**src/rtl/dma_rf_pkg.sv**
```systemverilog
package dma_rf_pkg;
  typedef enum logic {
    SEL_ADDR  = 1'b0,
    SEL_COUNT = 1'b1
  } reg_sel_e;

  typedef enum logic {
    HALF_LO = 1'b0,
    HALF_HI = 1'b1
  } byte_half_e;
endpackage

```
**src/rtl/dma_rf_decode.sv**
```systemverilog
module dma_rf_decode
  import dma_rf_pkg::*;
#(
  parameter int unsigned PORT_W = 4,
  parameter int unsigned CH_W   = 2
) (
  input  logic [PORT_W-1:0] addr_i,
  output logic [CH_W-1:0]   ch_o,
  output reg_sel_e          sel_o
);
  // upper port bits beyond the channel field are don't-care (aliasing)
  logic unused_hi;
  assign unused_hi = ^addr_i[PORT_W-1:CH_W+1];
  assign ch_o  = addr_i[CH_W:1];
  assign sel_o = reg_sel_e'(addr_i[0]);
endmodule

```
**src/rtl/dma_rf_byteptr.sv**
```systemverilog
module dma_rf_byteptr
  import dma_rf_pkg::*;
(
  input  logic       clk_i,
  input  logic       rst_ni,
  input  logic       step_i,
  input  logic       clear_i,
  output byte_half_e half_o
);
  always_ff @(posedge clk_i or negedge rst_ni) begin
    if (!rst_ni)      half_o <= HALF_LO;
    else if (clear_i) half_o <= HALF_LO;
    else if (step_i)  half_o <= byte_half_e'(~half_o);
  end
endmodule

```
**src/rtl/dma_rf_bank.sv**
```systemverilog
module dma_rf_bank
  import dma_rf_pkg::*;
#(
  parameter int unsigned NUM_CH = 4,
  parameter int unsigned BYTE_W = 8,
  parameter int unsigned CH_W   = 2
) (
  input  logic              clk_i,
  input  logic              rst_ni,
  input  logic              wr_en_i,
  input  logic [CH_W-1:0]   ch_i,
  input  reg_sel_e          sel_i,
  input  byte_half_e        half_i,
  input  logic [BYTE_W-1:0] wdata_i,
  output logic [BYTE_W-1:0] rbyte_o
);
  localparam int unsigned REG_W = 2 * BYTE_W;

  logic [REG_W-1:0] addr_q [NUM_CH];
  logic [REG_W-1:0] cnt_q  [NUM_CH];

  for (genvar c = 0; c < NUM_CH; c++) begin : g_ch
    logic hit;
    assign hit = wr_en_i && (ch_i == CH_W'(c));

    always_ff @(posedge clk_i or negedge rst_ni) begin
      if (!rst_ni) begin
        addr_q[c] <= '0;
        cnt_q[c]  <= '0;
      end else if (hit) begin
        if (sel_i == SEL_COUNT) begin
          if (half_i == HALF_HI) cnt_q[c][REG_W-1:BYTE_W] <= wdata_i;
          else                   cnt_q[c][BYTE_W-1:0]     <= wdata_i;
        end else begin
          if (half_i == HALF_HI) addr_q[c][REG_W-1:BYTE_W] <= wdata_i;
          else                   addr_q[c][BYTE_W-1:0]     <= wdata_i;
        end
      end
    end
  end

  logic [REG_W-1:0] word;
  always_comb begin
    word    = (sel_i == SEL_COUNT) ? cnt_q[ch_i] : addr_q[ch_i];
    rbyte_o = (half_i == HALF_HI) ? word[REG_W-1:BYTE_W] : word[BYTE_W-1:0];
  end
endmodule

```
**src/rtl/dma_regfile.sv**
```systemverilog
module dma_regfile
  import dma_rf_pkg::*;
#(
  parameter int unsigned NUM_CH = 4,
  parameter int unsigned BYTE_W = 8,
  parameter int unsigned PORT_W = 4
) (
  input  logic              clk_i,
  input  logic              rst_ni,
  input  logic [PORT_W-1:0] addr_i,
  input  logic [BYTE_W-1:0] wdata_i,
  input  logic              wr_i,
  input  logic              rd_i,
  input  logic              clr_ff_i,
  input  logic              clr_mask_i,
  input  logic              mreset_i,
  output logic [BYTE_W-1:0] rdata_o,
  output logic              rvalid_o,
  output logic [NUM_CH-1:0] mask_o,
  output logic              ptr_hi_o
);
  localparam int unsigned CH_W = (NUM_CH > 1) ? $clog2(NUM_CH) : 1;

  logic [CH_W-1:0]   ch;
  reg_sel_e          sel;
  byte_half_e        half;
  logic [BYTE_W-1:0] rbyte;
  logic              rd_acc;

  // write wins over a simultaneous read
  assign rd_acc = rd_i && !wr_i;

  dma_rf_decode #(.PORT_W(PORT_W), .CH_W(CH_W)) i_decode (
    .addr_i (addr_i),
    .ch_o   (ch),
    .sel_o  (sel)
  );

  dma_rf_byteptr i_byteptr (
    .clk_i   (clk_i),
    .rst_ni  (rst_ni),
    .step_i  (wr_i || rd_acc),
    .clear_i (clr_ff_i || mreset_i),
    .half_o  (half)
  );

  dma_rf_bank #(.NUM_CH(NUM_CH), .BYTE_W(BYTE_W), .CH_W(CH_W)) i_bank (
    .clk_i   (clk_i),
    .rst_ni  (rst_ni),
    .wr_en_i (wr_i),
    .ch_i    (ch),
    .sel_i   (sel),
    .half_i  (half),
    .wdata_i (wdata_i),
    .rbyte_o (rbyte)
  );

  always_ff @(posedge clk_i or negedge rst_ni) begin
    if (!rst_ni)         mask_o <= '1;
    else if (mreset_i)   mask_o <= '1;
    else if (clr_mask_i) mask_o <= '0;
  end

  always_ff @(posedge clk_i or negedge rst_ni) begin
    if (!rst_ni) begin
      rvalid_o <= 1'b0;
      rdata_o  <= '0;
    end else begin
      rvalid_o <= rd_acc;
      if (rd_acc) rdata_o <= rbyte;
    end
  end

  assign ptr_hi_o = (half == HALF_HI);
endmodule

```
**config.mk**
```make
export PLATFORM = sky130hd
export DESIGN_NAME = dma_regfile
export DESIGN_NICKNAME = d
export VERILOG_FILES = /design/src/rtl/dma_rf_pkg.sv /design/src/rtl/dma_rf_decode.sv /design/src/rtl/dma_rf_byteptr.sv /design/src/rtl/dma_rf_bank.sv /design/src/rtl/dma_regfile.sv
export SDC_FILE = /design/constraint.sdc
export NUM_CORES = 1
export LEC_CHECK = 0
export BUFFER_PORTS_ARGS = -buffer_cell sky130_fd_sc_hd__buf_2
export CORE_ASPECT_RATIO = 0.75
export CORE_UTILIZATION = 40
export CTS_CLUSTER_DIAMETER = 200
export DETAILED_ROUTE_END_ITERATION = 8
export PLACE_DENSITY = 0.52
export SYNTH_ARGS = -nofsm -noshare
export SYNTH_HDL_FRONTEND = slang
export SYNTH_SLANG_ARGS = --single-unit
```
**constraint.sdc**
```tcl
create_clock -name clk_i -period 2.3 [get_ports clk_i]
set_clock_uncertainty 0.05 [all_clocks]
set_input_delay 0.46 -clock clk_i [delete_from_list [all_inputs] [get_ports clk_i]]
set_output_delay 0.46 -clock clk_i [all_outputs]
set_load 0.01 [all_outputs]
```
==> impl_metrics.ini, run 1 <==
[floorplan]
die_y_um = 111
core-area_um2 = 15400
die_area_um2 = 16500
start_util_pct = 41.4
num_io_pins = 33
num_rows = 39
die_w_um = 148

[timing]
maxSlewHeadroom_pct = 64.7
layout_min_cycle_time_ps = 1920
fin_crit_sh_pct = 83.5
fin_tns_setup_ps = 0
max_slew.worst_pin.slew_ps = 530
finalHoldViolCount = 0
fin_hold_ws_ps = 157
fmax_mhz = 520
setup_viol = 0
slew_violations = 0
rsz0062_at_grt = false

[cells_and_area]
drive_gt1_share_pct = 47.2
final_nets = 523
area_delta_synth_final_pct = 17.4
layout.cells.most_common = dfrtp_1
utilization_pct = 48.7
regArea_um2 = 3480
diodes = 0
layout_common_cells = dfrtp_1, mux2_2, mux2i_1, buf_2, buf_4
fill_cells = 1374
multiInputGateArea_um2 = 2730

[setup_path]
slowest_stage = dfrtp_2
critPathBufInv = 2
cpLargestDelayFamily = flip-flops
cp.required_ps = 1790
path_class = reg -> out
path_max_fanout = 33
cp_slowest_stage_delay_ps = 500
crit_path_start_kind = flop
cp_cell_sequence = buf_12 -> buf_2
end_kind = output pin
arrival_ps = 1410

[job]
maxCapViolCount = 0

[pwr]
vdd_drop_max_uv = 498
cellLeakagePower_nw = 3.33
p_per_area_nw_per_um2 = 941

[global_routing]
grt_use_total_pct = 18.6
grt_max_degree = 46
antenna_found_initial = 0
grt-ovfl-total = 0
grt_first_pass_wirelength_mm = 22.8
grt_pass1_vias = 4086

[route]
wirelength_mm = 13.9
final_antenna_net_count = 0
via_per_inst = 5.27
dr.pass1.iters = 5
drc = 0
drt_iter0_markers = 130
via_count = 3806
wl_per_cell_um = 19.3

[synth]
yosysWarnings = 0
avgSynthCellArea_um2 = 14.1
synthCells = 453
yosysSeqAreaShare_pct = 54.4
netlist_area_um2 = 6390
synth_seq_cells = 139
synth_cell_types = 34
synth_fp_nets = 472

[clock_tree]
post-cts-setup-buffer-count = 0
cts_htree_levels = 4
clkLatencyLatePin_ps = 430
cts_tree = built
numCtsBuffers = 17
cts.sinks = 139
cts_max_path_buffers = 2
path_clk_slew_ps = 50
cts_root_buffer = clkbuf_16

[min_path]
hp-class = in -> reg

[placement]
place_congestion = 0.764
place_hpwl_mm = 9.83
io_buffer_count = 31

[status]
status = finished clean
## power by group
| part | total, mW | switching (mW) | internal (mW) |
|---|---|---|---|
| combinational | 1.10 | 0.468 | 0.632 |
| sequential | 3.20 | 0.247 | 2.95 |
| clock | 2.76 | 0.992 | 1.76 |
## cells by family (layout without fill, tap and decap cells)
kind of cell,Yosys count,count (layout),synth area share [%]
mux,184,184,32.9
simple gates,63,63,5.95
compound gates,36,36,3.80
buf+inv,30,94,2.78
flops,139,139,54.4
xor+xnor,1,1,0.137
## flip-flops by register name (all words and copies together) (netlist names)
signal and count:
i_bank.addr_q 64, i_bank.cnt_q 64, rdata_o 8, i_byteptr.half_o 1
mask_o 1, rvalid_o 1
## synth_stat cells
library cell,instances,area (um2)
a21o_1,1,7.51
a221oi_1,3,26.3
a2bb2oi_1,5,43.8
a31oi_1,8,50.1
and2_1,1,6.26
buf_2,4,20.0
buf_4,12,90.1
buf_6,2,22.5
clkbuf_1,11,41.3
dfrtp_1,138,3450
dfstp_2,1,26.3
inv_1,1,3.75
mux2_2,128,1440
mux2i_1,48,480
mux4_2,8,180
nand2_1,8,30.0
nand2_2,1,6.26
nand2b_1,2,12.5
nand2b_4,1,13.8
nand3_1,7,35.0
nand3b_1,4,30.0
nand3b_2,1,11.3
nor2_1,18,67.6
nor2_2,9,56.3
nor2b_1,2,12.5
nor3_1,1,5.00
nor3_4,3,48.8
nor3b_2,1,12.5
o21ai_0,3,15.0
o22ai_1,16,100
or3_1,1,6.26
or3b_1,2,17.5
or3b_2,1,8.76
xor2_1,1,8.76
## what timing repair did
| action | in CTS | in global routing |
|---|---|---|
| endpoints found under the hold margin | 32 | 0 |
| gates resized for setup | 0 | 0 |
| hold buffers | 1 | 0 |
## final cells by class
| class | instances | share of cell area, % |
|---|---|---|
| tap | 205 | 3.42 |
| multi-input combinational | 284 | 36.4 |
| clock inverter | 6 | 1.10 |
| timing repair buffer | 61 | 5.69 |
| sequential | 139 | 46.4 |
| clock buffer | 26 | 6.92 |
| inverter | 1 | 0.0500 |
## metrics by stage
step | cells | worst slack (ps) | power, mW | instance area, um2
2_1_floorplan | 453 | 538 | 4.01 | 6390
3_3_place_gp | 689 | 120 | 4.31 | 6890
4_1_cts | 722 | 345 | 7.16 | 7500
3_5_place_dp | 689 | 80.4 | 4.37 | 6890
5_1_grt | 722 | 315 | 7.42 | 7500
6_report | 722 | 378 | 7.06 | 7500
## worst paths after layout
| kind | startpoint | endpoint | slack, ps | cells past startpoint |
|---|---|---|---|---|
| max in group asynchronous | rst_ni | i_bank.addr_q[21] | 1040 | 3 |
| setup reg to reg | i_byteptr.half_o | i_bank.addr_q[4] | 510 | 3 |
| min in group asynchronous | rst_ni | i_bank.addr_q[54] | 450 | 2 |
| hold reg to reg | i_bank.cnt_q[27] | i_bank.cnt_q[27] | 450 | 1 |
| hold / removal | clr_ff_i | i_byteptr.half_o | 160 | 2 |
| setup / recovery | i_byteptr.half_o | ptr_hi_o | 380 | 2 |
## routing by layer
metal / share of wire (%) / track usage (%) / vias up
met5: 0 / 0 / -
met4: 1.6 / 6.60 / 0
met3: 2.5 / 4.59 / 18
met2: 46 / 28.2 / 46
met1: 50 / 25.9 / 1982
li1: - / - / 1760
No activity file was read; power rests on OpenSTA's default activity.
==> inputs of run 2 (changes only) <==
Settings changed: ABC_AREA set to 1, PLACE_DENSITY 0.52 to 0.54.
Clock period 2.3 ns to 1.7 ns, I/O delays scaled along.
==> run 2 against run 1 <==
- register-to-register slack worse by 330 ps
- core utilization up 1.0 points
- critical path type is now reg -> reg
- hold slack worse by 140 ps
- critical path depth up 6
- sequential cell count unchanged
- area after synthesis up 0.47%
- die area up 0.46%
- routed wire length up 22%
- synthesized cell count up 83%
- combinational power up 45%
- final cell count up 50%
- total power up 38%
==> impl_metrics.ini, run 2 <==
[setup_path]
crit_path_start_kind = flop
timing.rr.start = i_byteptr.half_o
rrSetupSlack_ps = 180
end_kind = flop
path_max_fanout = 16
cp_cell_sequence = inv_1 -> nor2_1 -> buf_4 -> inv_1 -> nor2_4 -> buf_12 -> nor2_1 -> a21oi_1
cp_slowest_stage_delay_ps = 470
slowest_stage = dfrtp_1
rr_worst_depth = 8
path_class = reg -> reg
cp.required_ps = 1990
arrival_ps = 1820
r2r_end = i_bank.addr_q[46]

[status]
status = finished clean

[route]
final_antenna_net_count = 0
dr.pass1.iters = 5
via_count = 5445
wirelength_mm = 17.0
via_per_inst = 5.02
drt_iter0_markers = 316
drc = 0
wl_per_cell_um = 15.7

[pwr]
vdd_drop_max_uv = 571
cellLeakagePower_nw = 3.79
p_per_area_nw_per_um2 = 1260
total_power_mw = 9.70

[clock_tree]
path_clk_slew_ps = 60
post-cts-setup-buffer-count = 0
numCtsBuffers = 17
cts_max_path_buffers = 2
clkLatencyLatePin_ps = 430
cts_htree_levels = 4
cts_tree = built
cts.sinks = 139
cts_root_buffer = clkbuf_16

[timing]
rsz0062_at_grt = false
setup_viol = 0
finalHoldViolCount = 0
slew_violations = 0
fin_tns_setup_ps = 0
maxSlewHeadroom_pct = 64.4
fin_crit_sh_pct = 89.6
layout_min_cycle_time_ps = 1520
max_slew.worst_pin.slew_ps = 533
fmax_mhz = 656

[cells_and_area]
drive_gt1_share_pct = 13.4
final_nets = 886
fill_cells = 1495
layout_common_cells = nand2_1, dfrtp_1, o21ai_0, nor2_1, a21oi_1
top_regs = i_bank.addr_q (64), i_bank.cnt_q (64), rdata_o (8)
layout.cells.most_common = nand2_1
area_delta_synth_final_pct = 19.7
diodes = 0

[placement]
place_hpwl_mm = 11.1
io_buffer_count = 31
place_congestion = 0.801

[synth]
synth_fp_nets = 847
ys_dominant_reg_cell = dfrtp_1
synth.most_common_cell = nand2_1
async_flop_share_pct = 100
yosysSeqAreaShare_pct = 54.2
netlist.top_cell.by_area = dfrtp_1
ys_top_cells_by_area = dfrtp_1, nand2_1, o21ai_0
synthTopCellsByCount = nand2_1, dfrtp_1, o21ai_0
synth_enable_flop_cells = 0
netlist_area_um2 = 6420
synth_cell_types = 21
avgSynthCellArea_um2 = 7.76
synth_seq_cells = 139
yosysWarnings = 0
synth_top_area_share_pct = 53.8
synthCells = 828

[min_path]
worstHoldEndpoint = i_byteptr.half_o
hp-class = in -> reg
worstHoldStart = clr_ff_i
hold_depth = 2

[floorplan]
die_w_um = 148
die_y_um = 112
die_area_um2 = 16600
num_io_pins = 33
num_rows = 39
core-area_um2 = 15500
start_util_pct = 41.5

[global_routing]
grt_first_pass_wirelength_mm = 28.4
grt_pass1_vias = 5294
grt_max_degree = 39
grt_use_total_pct = 22.6
grt-ovfl-total = 0
antenna_found_initial = 0

[job]
maxCapViolCount = 0
run 2: cell count changes after synthesis, moves of 16 or more:
| cell | before | now |
|---|---|---|
| nand2_1 | 8 | 348 |
| mux2_2 | 128 | 0 |
| o21ai_0 | 3 | 80 |
| nor2_1 | 18 | 78 |
| a21oi_1 | 0 | 49 |
| mux2i_1 | 48 | 0 |
| nand3_1 | 7 | 40 |
| buf_2 | 4 | 24 |
| inv_1 | 1 | 17 |
| o22ai_1 | 16 | 0 |
run 2: timing repair:
item | CTS | global route
hold buffers | 2 | 0
gates resized for setup | 0 | 1
hold endpoints to repair | 29 | 0
setup endpoints to repair | 0 | 6
run 2: layout make-up:
| type | instances | area [um2] | share of cell area [%] |
|---|---|---|---|
| Multi-Input combinational cell | 615 | 2610 | 33.9 |
| Sequential cell | 139 | 3480 | 45.3 |
| Clock inverter | 11 | 116 | 1.51 |
| Tap cell | 205 | 256 | 3.34 |
| Timing Repair Buffer | 74 | 664 | 8.65 |
| Inverter | 20 | 78.8 | 1.03 |
| Clock buffer | 21 | 480 | 6.25 |
run 2: worst max-delay path by stage:
stage / start / endpoint / slack, ps / cells past startpoint
after floorplan: i_byteptr.half_o / i_bank.cnt_q[15] / 260 / 5
after global placement: addr_i[1] / rdata_o[4] / 50 / 10
after detailed placement: addr_i[1] / rdata_o[4] / 40 / 10
after CTS: i_byteptr.half_o / i_bank.cnt_q[58] / 140 / 5
after global routing: i_byteptr.half_o / i_bank.addr_q[26] / 20 / 8
final: i_byteptr.half_o / i_bank.addr_q[46] / 180 / 8
run 2: worst max-delay path: cells and delay by family (launching register included):
family	cells	cell delay, ps
AOI/OAI and AO/OA	1	120
buffers and inverters	4	510
DFF	1	470
and+or+nand+nor	3	280
run 2: routing by layer:
layer  global-route usage [%]  wire [um]  vias to the layer above
li1                         -          -                     2716
met1                     32.1       8630                     2615
met2                     34.8       7630                       99
met3                     4.55        547                       15
met4                     6.80        233                        0
met5                        0          0                        -
run 2: kinds of logic after synthesis:
family	count (synthesis)	share of synthesized area, %
DFF	139	54.2
and+or+nand+nor	485	30.4
AOI/OAI and AO/OA	130	10.2
buffers and inverters	74	5.20
run 2: per-stage QoR:
stage	cell area, um2	hold slack (ps)	setup slack, ps	cells	util [%]
finish	7680	14.7	177	1085	49.7
global placement	7060	204	52.3	1051	45.7
detailed placement	7060	209	43.8	1051	45.7
CTS	7680	8.01	140	1085	49.6
floorplan	6420	-5.59	263	828	-
global route	7680	14.1	17.2	1085	49.7
run 2: report_power, final:
part / switching [mW] / leakage (nW) / internal (mW)
combinational: 0.949 / 1.77 / 0.645
clock: 1.45 / 0.291 / 2.30
sequential: 0.362 / 1.73 / 4.00
==> inputs of run 3 (changes only) <==
Settings changed: SYNTH_HIERARCHICAL set to 1.
==> run 3 against run 2 <==
- fmax is 2.7% higher
- core utilization shrank 0.88 points
- final area up 1.7%
- combinational power is 5% higher
- routed wire length shrank 1.8%
- area after synthesis rose by 2.1%
- global-route usage is 0.49 points lower
- hold slack improved by 61 ps
- sequential share of layout area decreased by 0.75 points
- critical endpoint is now mask_o[0]
- largest power group unchanged
- highest routed layer unchanged
==> impl_metrics.ini, run 3 <==
[clock_tree]
cts.sinks = 139
cts_max_path_buffers = 2
cts_tree = built
post-cts-setup-buffer-count = 0
clkLatencyLatePin_ps = 420
cts_htree_levels = 4
path_clk_slew_ps = 60
numCtsBuffers = 17
cts_root_buffer = clkbuf_16

[setup_path]
critPathBufInv = 1
slowest_stage = dfstp_2
cp_slowest_stage_delay_ps = 550
path_max_fanout = 5
rr_worst_depth = 5
r2r_end = i_bank/addr_q[38]
end_kind = output pin
cp_cell_sequence = buf_2
crit_path_start_kind = flop
path_class = reg -> out
timing.rr.start = i_byteptr/half_o
cpLargestDelayFamily = flip-flops
cp.required_ps = 1310
arrival_ps = 1090
crit_start = mask_o[2]
rrSetupSlack_ps = 220

[synth]
ys_top_cells_by_area = dfrtp_1, nand2_1, a21oi_1
synth.most_common_cell = nand2_1
synth_fp_nets = 903
synth_enable_flop_cells = 0
netlist.top_cell.by_area = dfrtp_1
synth_seq_cells = 139
netlist_area_um2 = 6560
async_flop_share_pct = 100
avgSynthCellArea_um2 = 7.42
yosysWarnings = 6
synthTopCellsByCount = nand2_1, dfrtp_1, nor2_1
yosysSeqAreaShare_pct = 53.1
synth_top_area_share_pct = 52.7
synth_cell_types = 24
ys_dominant_reg_cell = dfrtp_1
synthCells = 884

[status]
status = finished clean

[min_path]
hold_depth = 2
worstHoldEndpoint = mask_o[2]
worstHoldStart = mreset_i
hp-class = in -> reg

[job]
maxCapViolCount = 0

[route]
final_antenna_net_count = 0
wirelength_mm = 16.7
dr.pass1.iters = 5
wl_per_cell_um = 14.5
via_count = 5451
drc = 0
drt_iter0_markers = 329
via_per_inst = 4.72

[timing]
finalHoldViolCount = 0
maxSlewHeadroom_pct = 76.7
fmax_mhz = 674
fin_crit_sh_pct = 87.3
max_slew.worst_pin.slew_ps = 350
setup_viol = 0
fin_hold_ws_ps = 75.6
layout_min_cycle_time_ps = 1480
rsz0062_at_grt = false
slew_violations = 0

[floorplan]
core-area_um2 = 16000
die_area_um2 = 16900
num_rows = 40
start_util_pct = 40.9
die_y_um = 113
die_w_um = 150
num_io_pins = 33

[cells_and_area]
area_delta_synth_final_pct = 19.2
final_nets = 950
diodes = 0
layout.cells.most_common = nand2_1
layout_common_cells = nand2_1, dfrtp_1, nor2_1, a21oi_1, o21ai_0
top_regs = i_bank/addr_q (64), i_bank/cnt_q (64), rdata_o (8)
regArea_um2 = 3480
fin_area_um2 = 7810
multiInputGateArea_um2 = 2690
drive_gt1_share_pct = 13.0
fill_cells = 1622

[global_routing]
grt-ovfl-total = 0
grt_max_degree = 45
grt_first_pass_wirelength_mm = 28.4
antenna_found_initial = 0
grt_use_total_pct = 22.1
grt_pass1_vias = 5466

[placement]
place_hpwl_mm = 11.2
dpl_cell_area_um2 = 7210
place_congestion = 0.824
io_buffer_count = 31

[pwr]
total_power_mw = 9.66
vdd_drop_max_uv = 609
p_per_area_nw_per_um2 = 1240
cellLeakagePower_nw = 4.13
-- run 3: changes by cell type in the layout (fill, tap and decap cells not counted), sizes merged --
cell | before | now
nor4 | 1 | 0
inv | 20 | 34
nor2 | 84 | 58
nand4 | 8 | 2
nand2 | 349 | 453
nand3 | 40 | 10
a21oi | 49 | 48
buf | 72 | 80
or2 | 0 | 2
clkinv | 5 | 7
clkinvlp | 4 | 3
nor3 | 3 | 2
-- run 3: routing by layer --
metal  wire length, um  GRT usage, %
met4               173          6.26
met1              8400          31.1
met3               457          4.23
met2              7700          34.8
met5                 0             0
-- run 3: area by class of cell --
| class | instances | area share [%] |
|---|---|---|
| flip-flops and latches | 139 | 44.5 |
| multi-input cells | 656 | 34.4 |
| repair buffers | 82 | 8.63 |
| clock buffers | 21 | 5.89 |
| well taps | 210 | 3.36 |
| inverters | 35 | 1.68 |
| clock inverters | 11 | 1.54 |
-- run 3: worst max path at each step --
stage,slack (ps),cells after the start,endpoint
6_report,220,1,mask_o[0]
5_1_grt,80,5,i_bank/addr_q[38]
4_1_cts,170,8,rdata_o[7]
3_5_place_dp,-20,13,rdata_o[7]
3_3_place_gp,-8,8,i_bank/addr_q[44]
2_1_floorplan,110,8,i_bank/cnt_q[37]
-- run 3: what timing repair did --
action,CTS,global route
endpoints found under the hold margin,29,0
hold buffers,2,0
setup endpoints to repair,0,2
resized for setup,0,1
-- run 3: kinds of logic after synthesis --
| kind of cell | after synthesis | synth area share [%] |
|---|---|---|
| AND/OR/NAND/NOR | 527 | 31.0 |
| flip-flops | 139 | 53.1 |
| AO/OA/AOI/OAI | 129 | 9.89 |
| buffers and inverters | 89 | 6.01 |
-- run 3: power by group --
group	leakage (nW)	internal, mW	switching [mW]
Combinational	2.11	0.686	0.980
Sequential	1.74	4.00	0.350
Clock	0.279	2.23	1.41
Total	4.13	6.91	2.74
-- run 3: stage by stage --
step                worst slack [ps]  cells  utilization, %  TNS [ps]
finish                           217   1154            48.8         0
global route                    78.3   1154            48.8         0
CTS                              174   1154            48.8         0
detailed placement             -20.1   1120            45.0     -79.7
global placement               -8.23   1120            45.0     -14.2
floorplan                        108    884               -         0
